`src/rtl/shadow_pkg.sv`:
```
package shadow_pkg;
  typedef struct packed {
    logic ev1Load;  // timing group transfer
    logic ev2Load;  // output-control group transfer
  } upd_strobe_t;
endpackage

```
`src/rtl/shadow_ctrl.sv`:
```
module shadow_ctrl
  import shadow_pkg::*;
(
  input  logic        clk,
  input  logic        rstN,
  input  logic        ovfPulse,
  input  logic        udfPulse,
  input  logic        slaveRestart,
  input  logic        swEv1Gen,
  input  logic        swEv2Gen,
  input  logic        trigIn,
  input  logic        ev1Disable,
  input  logic        irqDisable,
  input  logic        flagClr,
  output upd_strobe_t strobes,
  output logic        updFlag
);
  logic trigMeta, trigSync, trigPrev, trigRise, ev1Req;

  always_ff @(posedge clk or negedge rstN) begin
    if (!rstN) begin
      trigMeta <= 1'b0;
      trigSync <= 1'b0;
      trigPrev <= 1'b0;
    end else begin
      trigMeta <= trigIn;
      trigSync <= trigMeta;
      trigPrev <= trigSync;
    end
  end

  assign trigRise        = trigSync & ~trigPrev;
  assign ev1Req          = ovfPulse | udfPulse | slaveRestart | swEv1Gen;
  assign strobes.ev1Load = ev1Req & ~ev1Disable;
  assign strobes.ev2Load = swEv2Gen | trigRise;

  always_ff @(posedge clk or negedge rstN) begin
    if (!rstN)                              updFlag <= 1'b0;
    else if (strobes.ev1Load && !irqDisable) updFlag <= 1'b1;
    else if (flagClr)                        updFlag <= 1'b0;
  end

  // the edge detector yields an isolated single-cycle pulse
  assert_trig_single_R6: assert property (@(posedge clk) disable iff (!rstN)
    trigRise |=> !trigRise);
  // flag holds without a clear
  assert_flag_sticky_R9: assert property (@(posedge clk) disable iff (!rstN)
    (updFlag && !flagClr) |=> updFlag);
  // an enabled first event sets the flag
  assert_flag_set_R4: assert property (@(posedge clk) disable iff (!rstN)
    (ev1Req && !ev1Disable && !irqDisable) |=> updFlag);
  // a disabled event cannot raise the flag
  assert_dis_noflag_R3: assert property (@(posedge clk) disable iff (!rstN)
    (ev1Disable && !updFlag) |=> !updFlag);
endmodule

```
`src/rtl/shadow_datapath.sv`:
```
module shadow_datapath
  import shadow_pkg::*;
#(
  parameter int NUM_CH = 4,
  parameter int DATA_W = 16,
  parameter int MODE_W = 3,
  parameter int SEL_W  = 4
)(
  input  logic                     clk,
  input  logic                     rstN,
  input  logic                     wrEn,
  input  logic [SEL_W-1:0]         wrSel,
  input  logic [DATA_W-1:0]        wrData,
  input  upd_strobe_t              strobes,
  output logic [DATA_W-1:0]        actReload,
  output logic [DATA_W-1:0]        actPresc,
  output logic [NUM_CH*DATA_W-1:0] actCmpA,
  output logic [NUM_CH*DATA_W-1:0] actCmpB,
  output logic [NUM_CH-1:0]        actOutEn,
  output logic [NUM_CH-1:0]        actCompEn,
  output logic [NUM_CH*MODE_W-1:0] actOutMode
);
  localparam int CTL_W    = MODE_W + 2;
  localparam int BASE_A   = 2;
  localparam int BASE_B   = 2 + NUM_CH;
  localparam int BASE_CTL = 2 + 2 * NUM_CH;

  logic [DATA_W-1:0] preReload, prePresc, nxtReload, nxtPresc;

  assign nxtReload = (wrEn && wrSel == SEL_W'(0)) ? wrData : preReload;
  assign nxtPresc  = (wrEn && wrSel == SEL_W'(1)) ? wrData : prePresc;

  always_ff @(posedge clk or negedge rstN) begin
    if (!rstN) begin
      preReload <= '0;
      prePresc  <= '0;
      actReload <= '0;
      actPresc  <= '0;
    end else begin
      preReload <= nxtReload;
      prePresc  <= nxtPresc;
      if (strobes.ev1Load) begin
        actReload <= nxtReload;
        actPresc  <= nxtPresc;
      end
    end
  end

  for (genvar ch = 0; ch < NUM_CH; ch++) begin : g_chan
    logic [DATA_W-1:0] preA, preB, nxtA, nxtB;
    logic [CTL_W-1:0]  preCtl, nxtCtl, actCtl;

    assign nxtA   = (wrEn && wrSel == SEL_W'(BASE_A + ch)) ? wrData : preA;
    assign nxtB   = (wrEn && wrSel == SEL_W'(BASE_B + ch)) ? wrData : preB;
    assign nxtCtl = (wrEn && wrSel == SEL_W'(BASE_CTL + ch)) ? wrData[CTL_W-1:0] : preCtl;

    always_ff @(posedge clk or negedge rstN) begin
      if (!rstN) begin
        preA   <= '0;
        preB   <= '0;
        preCtl <= '0;
        actCmpA[ch*DATA_W +: DATA_W] <= '0;
        actCmpB[ch*DATA_W +: DATA_W] <= '0;
        actCtl <= '0;
      end else begin
        preA   <= nxtA;
        preB   <= nxtB;
        preCtl <= nxtCtl;
        if (strobes.ev1Load) begin
          actCmpA[ch*DATA_W +: DATA_W] <= nxtA;
          actCmpB[ch*DATA_W +: DATA_W] <= nxtB;
        end
        if (strobes.ev2Load) actCtl <= nxtCtl;
      end
    end

    assign actOutEn[ch]                   = actCtl[0];
    assign actCompEn[ch]                  = actCtl[1];
    assign actOutMode[ch*MODE_W +: MODE_W] = actCtl[CTL_W-1:2];
  end

  // timing group frozen while no first event
  assert_timing_hold_R7: assert property (@(posedge clk) disable iff (!rstN)
    !strobes.ev1Load |=> ($stable(actPresc) && $stable(actCmpA) && $stable(actCmpB)));
  // output-control group frozen while no second event
  assert_ctl_hold_R7: assert property (@(posedge clk) disable iff (!rstN)
    !strobes.ev2Load |=> ($stable(actOutEn) && $stable(actCompEn) && $stable(actOutMode)));
endmodule

```
`src/rtl/shadow_update_ctrl.sv`:
```
module shadow_update_ctrl
  import shadow_pkg::*;
#(
  parameter int NUM_CH = 4,
  parameter int DATA_W = 16,
  parameter int MODE_W = 3,
  localparam int SEL_W = $clog2(2 + 3 * NUM_CH)
)(
  input  logic                     clk,
  input  logic                     rstN,
  input  logic                     wrEn,
  input  logic [SEL_W-1:0]         wrSel,
  input  logic [DATA_W-1:0]        wrData,
  input  logic                     ovfPulse,
  input  logic                     udfPulse,
  input  logic                     slaveRestart,
  input  logic                     swEv1Gen,
  input  logic                     swEv2Gen,
  input  logic                     trigIn,
  input  logic                     ev1Disable,
  input  logic                     irqDisable,
  input  logic                     irqEnable,
  input  logic                     flagClr,
  output logic [DATA_W-1:0]        actReload,
  output logic [DATA_W-1:0]        actPresc,
  output logic [NUM_CH*DATA_W-1:0] actCmpA,
  output logic [NUM_CH*DATA_W-1:0] actCmpB,
  output logic [NUM_CH-1:0]        actOutEn,
  output logic [NUM_CH-1:0]        actCompEn,
  output logic [NUM_CH*MODE_W-1:0] actOutMode,
  output logic                     updFlag,
  output logic                     updIrq
);
  upd_strobe_t strobes;

  shadow_ctrl u_ctrl (
    .clk(clk), .rstN(rstN), .ovfPulse(ovfPulse), .udfPulse(udfPulse),
    .slaveRestart(slaveRestart), .swEv1Gen(swEv1Gen), .swEv2Gen(swEv2Gen),
    .trigIn(trigIn), .ev1Disable(ev1Disable), .irqDisable(irqDisable),
    .flagClr(flagClr), .strobes(strobes), .updFlag(updFlag)
  );

  shadow_datapath #(.NUM_CH(NUM_CH), .DATA_W(DATA_W), .MODE_W(MODE_W), .SEL_W(SEL_W)) u_dp (
    .clk(clk), .rstN(rstN), .wrEn(wrEn), .wrSel(wrSel), .wrData(wrData),
    .strobes(strobes), .actReload(actReload), .actPresc(actPresc),
    .actCmpA(actCmpA), .actCmpB(actCmpB), .actOutEn(actOutEn),
    .actCompEn(actCompEn), .actOutMode(actOutMode)
  );

  assign updIrq = updFlag & irqEnable;

  // a disabled first event leaves the reload untouched (write to it excluded)
  assert_dis_hold_R3: assert property (@(posedge clk) disable iff (!rstN)
    (ev1Disable && !(wrEn && wrSel == SEL_W'(0))) |=> $stable(actReload));
endmodule

```
`config.mk`:
```
export PLATFORM = sky130hd
export DESIGN_NAME = shadow_update_ctrl
export DESIGN_NICKNAME = d
export VERILOG_FILES = /design/src/rtl/shadow_pkg.sv /design/src/rtl/shadow_ctrl.sv /design/src/rtl/shadow_datapath.sv /design/src/rtl/shadow_update_ctrl.sv
export SDC_FILE = /design/constraint.sdc
export NUM_CORES = 1
export LEC_CHECK = 0
export ABC_AREA = 1
export CAP_MARGIN = 20
export CORE_ASPECT_RATIO = 1.4
export CORE_MARGIN = 4
export CORE_UTILIZATION = 35
export DETAILED_ROUTE_END_ITERATION = 12
export GPL_TIMING_DRIVEN = 0
export PLACE_DENSITY = 0.62
export SYNTH_ARGS = -nofsm -noshare
export SYNTH_HDL_FRONTEND = slang
export SYNTH_SLANG_ARGS = --single-unit
export TNS_END_PERCENT = 20
```
`constraint.sdc`:
```
create_clock -name clk -period 1.2 [get_ports clk]
set_input_delay 0.12 -clock clk [delete_from_list [all_inputs] [get_ports clk]]
set_output_delay 0.12 -clock clk [all_outputs]
set_load 0.02 [all_outputs]
```
# After elaboration in Yosys (flattened, before gate mapping)
# Cells that the tools add are included.
# W data, S select, Z words.
# word_totals
word_cells	88
inputBits	33
ff_bits	364
# classes
mux	16
bitwise_logic	9
reduce_logical	18
n_eq_ne	13
# ops
cell	count
$mux W16	10
$eq A4 B4 Y1 const B	6
$mux W5	4
$eq A4 B3 Y1 const B	4
$logic_and A1 B1 Y1	15
$eq A4 B2 Y1 const B	2
$eq A4 B1 Y1 const B	1
$logic_not A4 Y1	1
$or A1 B1 Y1	4
$and A1 B1 Y1	3
$mux W1	2
$not A1 Y1	2
$reduce_bool A2 Y1	1
$logic_not A1 Y1	1

# Longest topological paths before layout
# Gate-level depths: netlist of run 1.
# depth
ltp_word	6
ltp_mapped	7

# Hierarchy
# A second synthesis of run 1 with hierarchy kept.
# hier_totals
hier_cells	1782
area_unflattened_um2	15373.5
# modules_own_cells
module	instances	cells_per_inst	area_each_um2	seq_area_each_um2
shadow_datapath	1	1764	15214.6	9008.6
shadow_ctrl	1	16	151.4	100.1
shadow_update_ctrl	1	2	7.5	0.0

# Worst setup path after synthesis of run 1
# Ideal clock, no wire load.
# synth_path
path_kind	input port to flip-flop
startpoint	in slaveRestart
endpoint	reg u_dp.actCmpB[32]
required_time_ns	1.134
path_stages	6
setup_time_ns	0.066
arrival_time_ns	1.136
slack_ns	-0.002
cell_sequence	nor2_1 -> a21oi_2 -> clkbuf_1 -> clkbuf_1 -> nand3_1 -> nand2_1
# synth_between
elab_chain_cells	3
# synth_rtl
item	line_no	rtl
start: declaration	shadow_update_ctrl.sv:16	input logic slaveRestart,
$or A1 B1 Y1 (2 in series)	shadow_ctrl.sv:33	assign ev1Req = ovfPulse | udfPulse | slaveRestart | swEv1Gen;
$and A1 B1 Y1	shadow_ctrl.sv:34	assign strobes.ev1Load = ev1Req & ~ev1Disable;
end signal: indexed assignment	shadow_datapath.sv:71	actCmpB[ch*DATA_W +: DATA_W] <= nxtB;
end: declaration	shadow_datapath.sv:18	output logic [NUM_CH*DATA_W-1:0] actCmpB,
# Every way passes these cells.
# A chain may end at the register's enable or synchronous reset.

# Worst setup path after layout of run 1
# layout_path
startpoint	reg u_ctrl.updFlag
endpoint	out updIrq
# layout_between
elab_chain_cells	1
# layout_rtl
item	line_no	rtl
start: declaration	shadow_ctrl.sv:16	output logic updFlag
start signal: assignment	shadow_ctrl.sv:38	if (!rstN) updFlag <= 1'b0;
start signal: assignment	shadow_ctrl.sv:39	else if (strobes.ev1Load && !irqDisable) updFlag <= 1'b1;
start signal: assignment	shadow_ctrl.sv:40	else if (flagClr) updFlag <= 1'b0;
$and A1 B1 Y1	shadow_update_ctrl.sv:50	assign updIrq = updFlag & irqEnable;
end: declaration	shadow_update_ctrl.sv:32	output logic updIrq
# Every way passes these cells.

==> run metrics, run 1 <==
share of the synthesized area in the top cell type 0.592; Worst-Skew Late Latency 0.53 ns; CTS Sinks 364; Placed Instances approximately 2500; first-pass GRT wire length 72900 um; fin crit share 1.09; post-layout minimum cycle time ~1.3 ns; Power Total 35.4 mW; area grow syn2layout 28.2%; first drt pass iteration count 5; I/O Buffers 214; synth unique cells 17; area leader, netlist dfrtp_1; grt ovf 0; clk_skew 0.0101 ns; deepest clock path buffer count 3; fmax roughly 760 MHz; CP max FO 3; initial drt markers 910; initial antenna violation count 2; Post-Synth Adder-Cell Area 0; Least-Margin Pin Slew 0.640 ns; vias in the first global route 12600; FF-to-FF Start u_ctrl.trigPrev$_DFF_PN0_; H-tree depth 2; Vias 12500; violated checks hold timing, setup timing; per-cell routed wire length 17.8 um; main combinational cell family by area after synthesis simple AND/OR/NAND/NOR gates; Final Instance Area a little under 20000 um^2; Layout Cells excl Fill 2642; PwrDens 1800 nW/um^2; Final GP Congestion 0.789; largest cells by area after synthesis dfrtp_1, nand2_1, and2_1; critical path launch point u_ctrl.updFlag$_DFFE_PN0P_; Synth Area in Simple Gates 0.334; Final nets 2095; CP Launch Type register; I/O pin cnt 215; mux cell area share after synthesis 0; layout cells sized above 1 0.187; starting density of the core 0.356; Cell Area, Placed 18300 um^2; Syn Area/Cell 8.65 um^2; Final Hold Fails 168; hold_ws -0.501 ns; Top FF cell, synth dfrtp_1; net count after synthesis 1812; Antenna diodes 0; Syn Inst Count 1779; DRC Markers 0; ys async rst share 1.00; xor/xnor share of the synthesized area 0; die width 185 um; Slew HR 0.573; Worst setup EP type output port; most frequent cell after synthesis nand2_1; Die Ht 256 um; final setup margin -0.111 ns; Global Route Usage Sum 0.197; compound-gate portion of the synthesized area 0.000895; maxcap violations 0; WP data arrival 1.19 ns; critical path class register to output port; setup_tns -0.432 ns; HPWL Detailed 31700 um; Worst EP required 1.08 ns; RSZ-0062 raised after global routing yes; Worst-path clk slew 0.07 ns; post-route ant nets 0; final setup fails 27; die area 47400 um^2; TritonCTS clock tree yes; status complete, but fails checks; flip-flop and latch count after synthesis 364; post-synthesis sequential area ratio 0.592; Worst Hold Class input port to async pin; VDD IR max 859 uV; largest net degree at the start of global routing 119; number of buffers created by CTS 38; Pleak 10.1 nW; final WL 46900 um; CTS root buffer clkbuf_16; row count 90; Syn. warnings 0; most instantiated cells after synthesis nand2_1, dfrtp_1, nand3_1; Vias per Instance 4.73; max-slew violations 0; core area 43200 um^2; number of synthesized flops with an enable pin 0; Cell Area, Synth 15400 um^2
==> report_power, final <==
part / total, mW / switching [mW] / internal (mW)
clock: 12.3 / 4.94 / 7.34
sequential: 15.4 / 0.960 / 14.4
combinational: 7.75 / 4.70 / 3.05
==> worst paths after layout <==
| check | endpoint | cells after the start | slack (ns) |
|---|---|---|---|
| setup / recovery | updIrq | 3 | -0.11 |
| hold / removal | u_dp.actCmpA[12]$_DFFE_PN0P_ | 1 | -0.50 |
| setup reg to reg | u_dp.g_chan[2].actCtl[3]$_DFFE_PN0P_ | 7 | 0.14 |
| hold reg to reg | u_ctrl.trigSync$_DFF_PN0_ | 0 | 0.36 |
| max in group asynchronous | u_dp.g_chan[3].preB[14]$_DFF_PN0_ | 3 | 0.26 |
| min in group clk | u_ctrl.trigMeta$_DFF_PN0_ | 1 | 0.03 |
==> through the flow <==
step | setup WS, ns | hold WS (ns) | utilization
6_report | -0.111 | -0.501 | 0.456
5_1_grt | -0.177 | -0.488 | 0.456
4_1_cts | -0.150 | -0.502 | 0.447
3_5_place_dp | -1.44 | 0.0601 | 0.423
3_3_place_gp | -15.89 | 0.335 | 0.421
2_1_floorplan | -0.00165 | -0.176 | -
==> layout make-up <==
| class | count | area, um^2 |
|---|---|---|
| fill | 4239 | 23500 |
| sequential | 364 | 9110 |
| multi-input combinational | 1124 | 5270 |
| timing repair buffer | 243 | 1990 |
| clock buffer | 59 | 1200 |
| inverter | 208 | 802 |
| tap | 552 | 691 |
| buffer | 83 | 551 |
| clock inverter | 9 | 101 |
==> critical path: stages, from the launching register on <==
cell	delay, ns
dfrtp_1	0.42
nand2_1	0.09
inv_2	0.04
buf_6	0.12
==> cell usage in the layout (no fill, tap or decap), types with 2 or more instances in the layout <==
cell type and count:
nand3_2 7, clkbuf_2 37, clkbuf_1 11, dlygate4sd3_1 3, clkinv_2 13, buf_12 2, and2_1 180, inv_6 2
nand2_1 637, clkinvlp_4 2, buf_6 81, inv_1 191, clkinv_1 2, nand4_1 64, nor2_4 10, inv_2 4
clkbuf_16 42, buf_4 23, clkbuf_4 14, buf_8 3, clkbuf_8 13, nand3_4 2, buf_2 126, dfrtp_1 364
buf_16 3, clkdlybuf4s50_1 26, nand3_1 214, bufinv_16 2, nand2_2 2, nor2_1 5
==> sequential cells by signal (all words and copies together) (netlist names), 16 cells and up <==
| name | cells |
|---|---|
| u_dp.actCmpB | 64 |
| u_dp.preReload | 16 |
| u_dp.actReload | 16 |
| u_dp.g_chan.actCtl | 20 |
| u_dp.g_chan.preCtl | 20 |
| u_dp.g_chan.preA | 64 |
| u_dp.prePresc | 16 |
| u_dp.g_chan.preB | 64 |
| u_dp.actPresc | 16 |
| u_dp.actCmpA | 64 |
==> repair_timing <==
action | 4_1_cts | 5_1_grt
pin swaps | 10 | 2
setup endpoints to repair | 542 | 415
hold endpoints to repair | 122 | 54
setup buffers | 14 | 8
gates resized for setup | 875 | 212
gates cloned | 0 | 1
==> kinds of logic (layout without fill, tap and decap cells) <==
logic type / after synthesis / after routing
AO/OA/AOI/OAI: 2 / 2
buffers and inverters: 291 / 602
flip-flops: 364 / 364
AND/OR/NAND/NOR: 1122 / 1122
==> metal layers <==
layer	wire [um]	vias up	GRT usage
li1	-	6064	-
met1	19000	5976	0.248
met2	23100	359	0.329
met3	2870	98	0.0436
met4	1920	4	0.0736
met5	32	-	0
Power figures use the tool's default switching activity.
==> run 2: changes to the inputs <==
--- a/config.mk
+++ b/config.mk
@@ -13,6 +13,7 @@
 export DETAILED_ROUTE_END_ITERATION = 12
 export GPL_TIMING_DRIVEN = 0
 export PLACE_DENSITY = 0.62
+export SLEW_MARGIN = 15
 export SYNTH_ARGS = -nofsm -noshare
 export SYNTH_HDL_FRONTEND = slang
 export SYNTH_SLANG_ARGS = --single-unit
==> run 2 against run 1 <==
  * The run still ends with hold timing, setup timing left
  * Non-clock buffer count up 2
  * Setup slack better by 0.0081 ns
  * Final area about the same
  * Clock skew up 0.0066 ns
  * Hold slack worse by 0.013 ns
  * Final cell count unchanged
  * Wire length down 1.4%
  * Sequential share of layout area about the same
  * Count of clock-buffer cells in the layout down 1
  * Highest routed layer unchanged
  * Critical path depth unchanged
  * Core utilization about the same
  * Largest cell class unchanged
==> run metrics, run 2 (synthesis gave the netlist of run 1 again) <==
I/O Buffers 214 (unchanged); capturing point of the worst reg2reg path u_dp.g_chan[0].actCtl[4]$_DFFE_PN0P_; critical path class register to output port; grt ovf 0 (unchanged); Comb pwr share 0.220 (about the same); die width 185 um (unchanged); DP Worst Slack -1.41 ns (+0.0271 ns); max-slew violations 0 (unchanged); Final nets 2097 (+0.095%); Final Hold Fails 261 (+55%); crit-path max cell delay 0.41 ns (about the same); initial antenna violation count 1 (-1); Slew HR 0.622 (+0.0487); layout cells sized above 1 0.191 (+0.00431); RSZ-0062 raised after global routing yes; starting density of the core 0.356 (unchanged); Worst Hold Class input port to async pin; Final Util 0.456 (about the same); Internal Power 24.8 mW (-0.17%); Pleak 10.1 nW (about the same); Sw Ratio 0.297 (-0.00205); initial drt markers 1041 (+14%); Vias 12500 (+0.11%); FF-to-FF Start u_ctrl.trigPrev$_DFF_PN0_; fmax 768 MHz (+0.62%); first-pass GRT wire length 72800 um (-0.16%); fin crit share 1.09 (-0.00675); Least-Margin Pin Slew 0.567 ns (-0.0731 ns); Power Total 35.3 mW (-0.46%); row count 90 (unchanged); final WL 46300 um (-1.4%); Worst-Skew Late Latency 0.54 ns (about the same); Global Route Usage Sum 0.196 (-0.000960); vias in the first global route 12700 (+0.68%); CTS root buffer clkbuf_16; clk_skew 0.0167 ns (+0.00661 ns); per-cell routed wire length 17.5 um (-1.4%); H-tree depth 2 (unchanged); CTS Sinks 364 (unchanged); fill count 4252 (+0.31%); core area 43200 um^2 (unchanged); Clk pwr share 0.344 (-0.003); Final GP Congestion 0.789 (unchanged); I/O pin cnt 215 (unchanged); most frequent cells in the layout nand2_1, dfrtp_1, nand3_1; Critical Path, Cell by Cell nand2_1 -> inv_2 -> buf_6; Vias per Instance 4.74 (+0.11%); post-layout minimum cycle time 1.30 ns (-0.00810 ns); setup_tns -0.554 ns (-0.122 ns); final setup margin -0.103 ns (+0.00810 ns); violated checks hold timing, setup timing; post-route ant nets 0 (unchanged); commonest non-fill, non-tap cell in the layout nand2_1; status complete, but fails checks; CP max FO 3 (unchanged); slowest CP cell dfrtp_1; area grow syn2layout 28.2% (about the same); PwrDens 1790 nW/um^2 (-0.48%); CP Launch Type register; WP data arrival 1.18 ns (about the same); number of buffers created by CTS 38 (unchanged); largest net degree at the start of global routing 104 (-13%); Antenna diodes 0 (unchanged); hold_ws -0.514 ns (-0.0128 ns); final setup fails 30 (+11%); Worst-path clk slew 0.07 ns (about the same); flop2flop setup slack 0.15 ns (about the same); R2R depth 7 (unchanged); DRC Markers 0 (unchanged); NetSw 10.5 mW (-1.1%); Die Ht 256 um (unchanged); VDD IR max 1020 uV (+19%); die area 47400 um^2 (unchanged); sequential share of power 0.437 (+0.002); Worst setup EP type output port; HPWL Detailed 31700 um (about the same); deepest clock path buffer count 3 (unchanged); first drt pass iteration count 5 (unchanged); Worst EP required 1.08 ns (about the same); TritonCTS clock tree yes; maxcap violations 0 (unchanged)
-- run 2: worst max-delay path: cells and delay by family, from the launching register on --
kind | cells | cell delay, ns
buf+inv | 2 | 0.16
flops | 1 | 0.41
simple gates | 1 | 0.09
-- run 2: final cells by class --
cell class / count / area (um^2) / share of cell area
well taps: 552 / 691 / 0.0350
clock buffers: 58 / 1160 / 0.0587
plain buffers: 83 / 519 / 0.0263
repair buffers: 245 / 2030 / 0.103
flip-flops and latches: 364 / 9110 / 0.462
multi-input cells: 1124 / 5290 / 0.268
clock inverters: 8 / 121 / 0.00616
inverters: 208 / 806 / 0.0409
-- run 2: how the worst max path moves through the flow --
stage | start | end | cells after the start
2_1_floorplan | slaveRestart | u_dp.actCmpB[32]$_DFFE_PN0P_ | 6
3_3_place_gp | rstN | u_ctrl.updFlag$_DFFE_PN0P_ | 1
3_5_place_dp | slaveRestart | u_dp.actCmpA[16]$_DFFE_PN0P_ | 8
4_1_cts | u_ctrl.updFlag$_DFFE_PN0P_ | updIrq | 3
5_1_grt | u_ctrl.updFlag$_DFFE_PN0P_ | updIrq | 3
6_report | u_ctrl.updFlag$_DFFE_PN0P_ | updIrq | 3
-- run 2: layer usage --
metal	routed length [um]	global-route usage	part of all wire	up-vias
met1	18800	0.248	0.41	6015
met2	22900	0.331	0.50	333
met5	7	0	0.00015	-
met4	1650	0.0673	0.036	2
met3	2880	0.0428	0.062	86
li1	-	-	-	6079
-- run 2: timing repair --
item | in CTS | in global routing
gates resized for setup | 841 | 252
cloned | 0 | 0
pin swaps | 9 | 3
endpoints found under the setup margin | 542 | 570
endpoints found under the hold margin | 64 | 76
buffers inserted | 15 | 13
-- run 2: through the flow --
step / cell area [um^2] / instances
after floorplan: 15400 / 1779
after global placement: 18200 / 2545
final: 19700 / 2642
after global routing: 19700 / 2642
after CTS: 19500 / 2629
after detailed placement: 18300 / 2548
-- run 2: power by group through the flow --
stage                     Combinational (mW)  Sequential, mW  Clock, mW
after floorplan                         3.30            16.5          0
after global placement                  7.77            15.6          0
after detailed placement                7.96            15.6          0
after CTS                               7.55            15.4       12.4
after global routing                    8.63            15.6       12.9
final                                   7.75            15.4       12.1
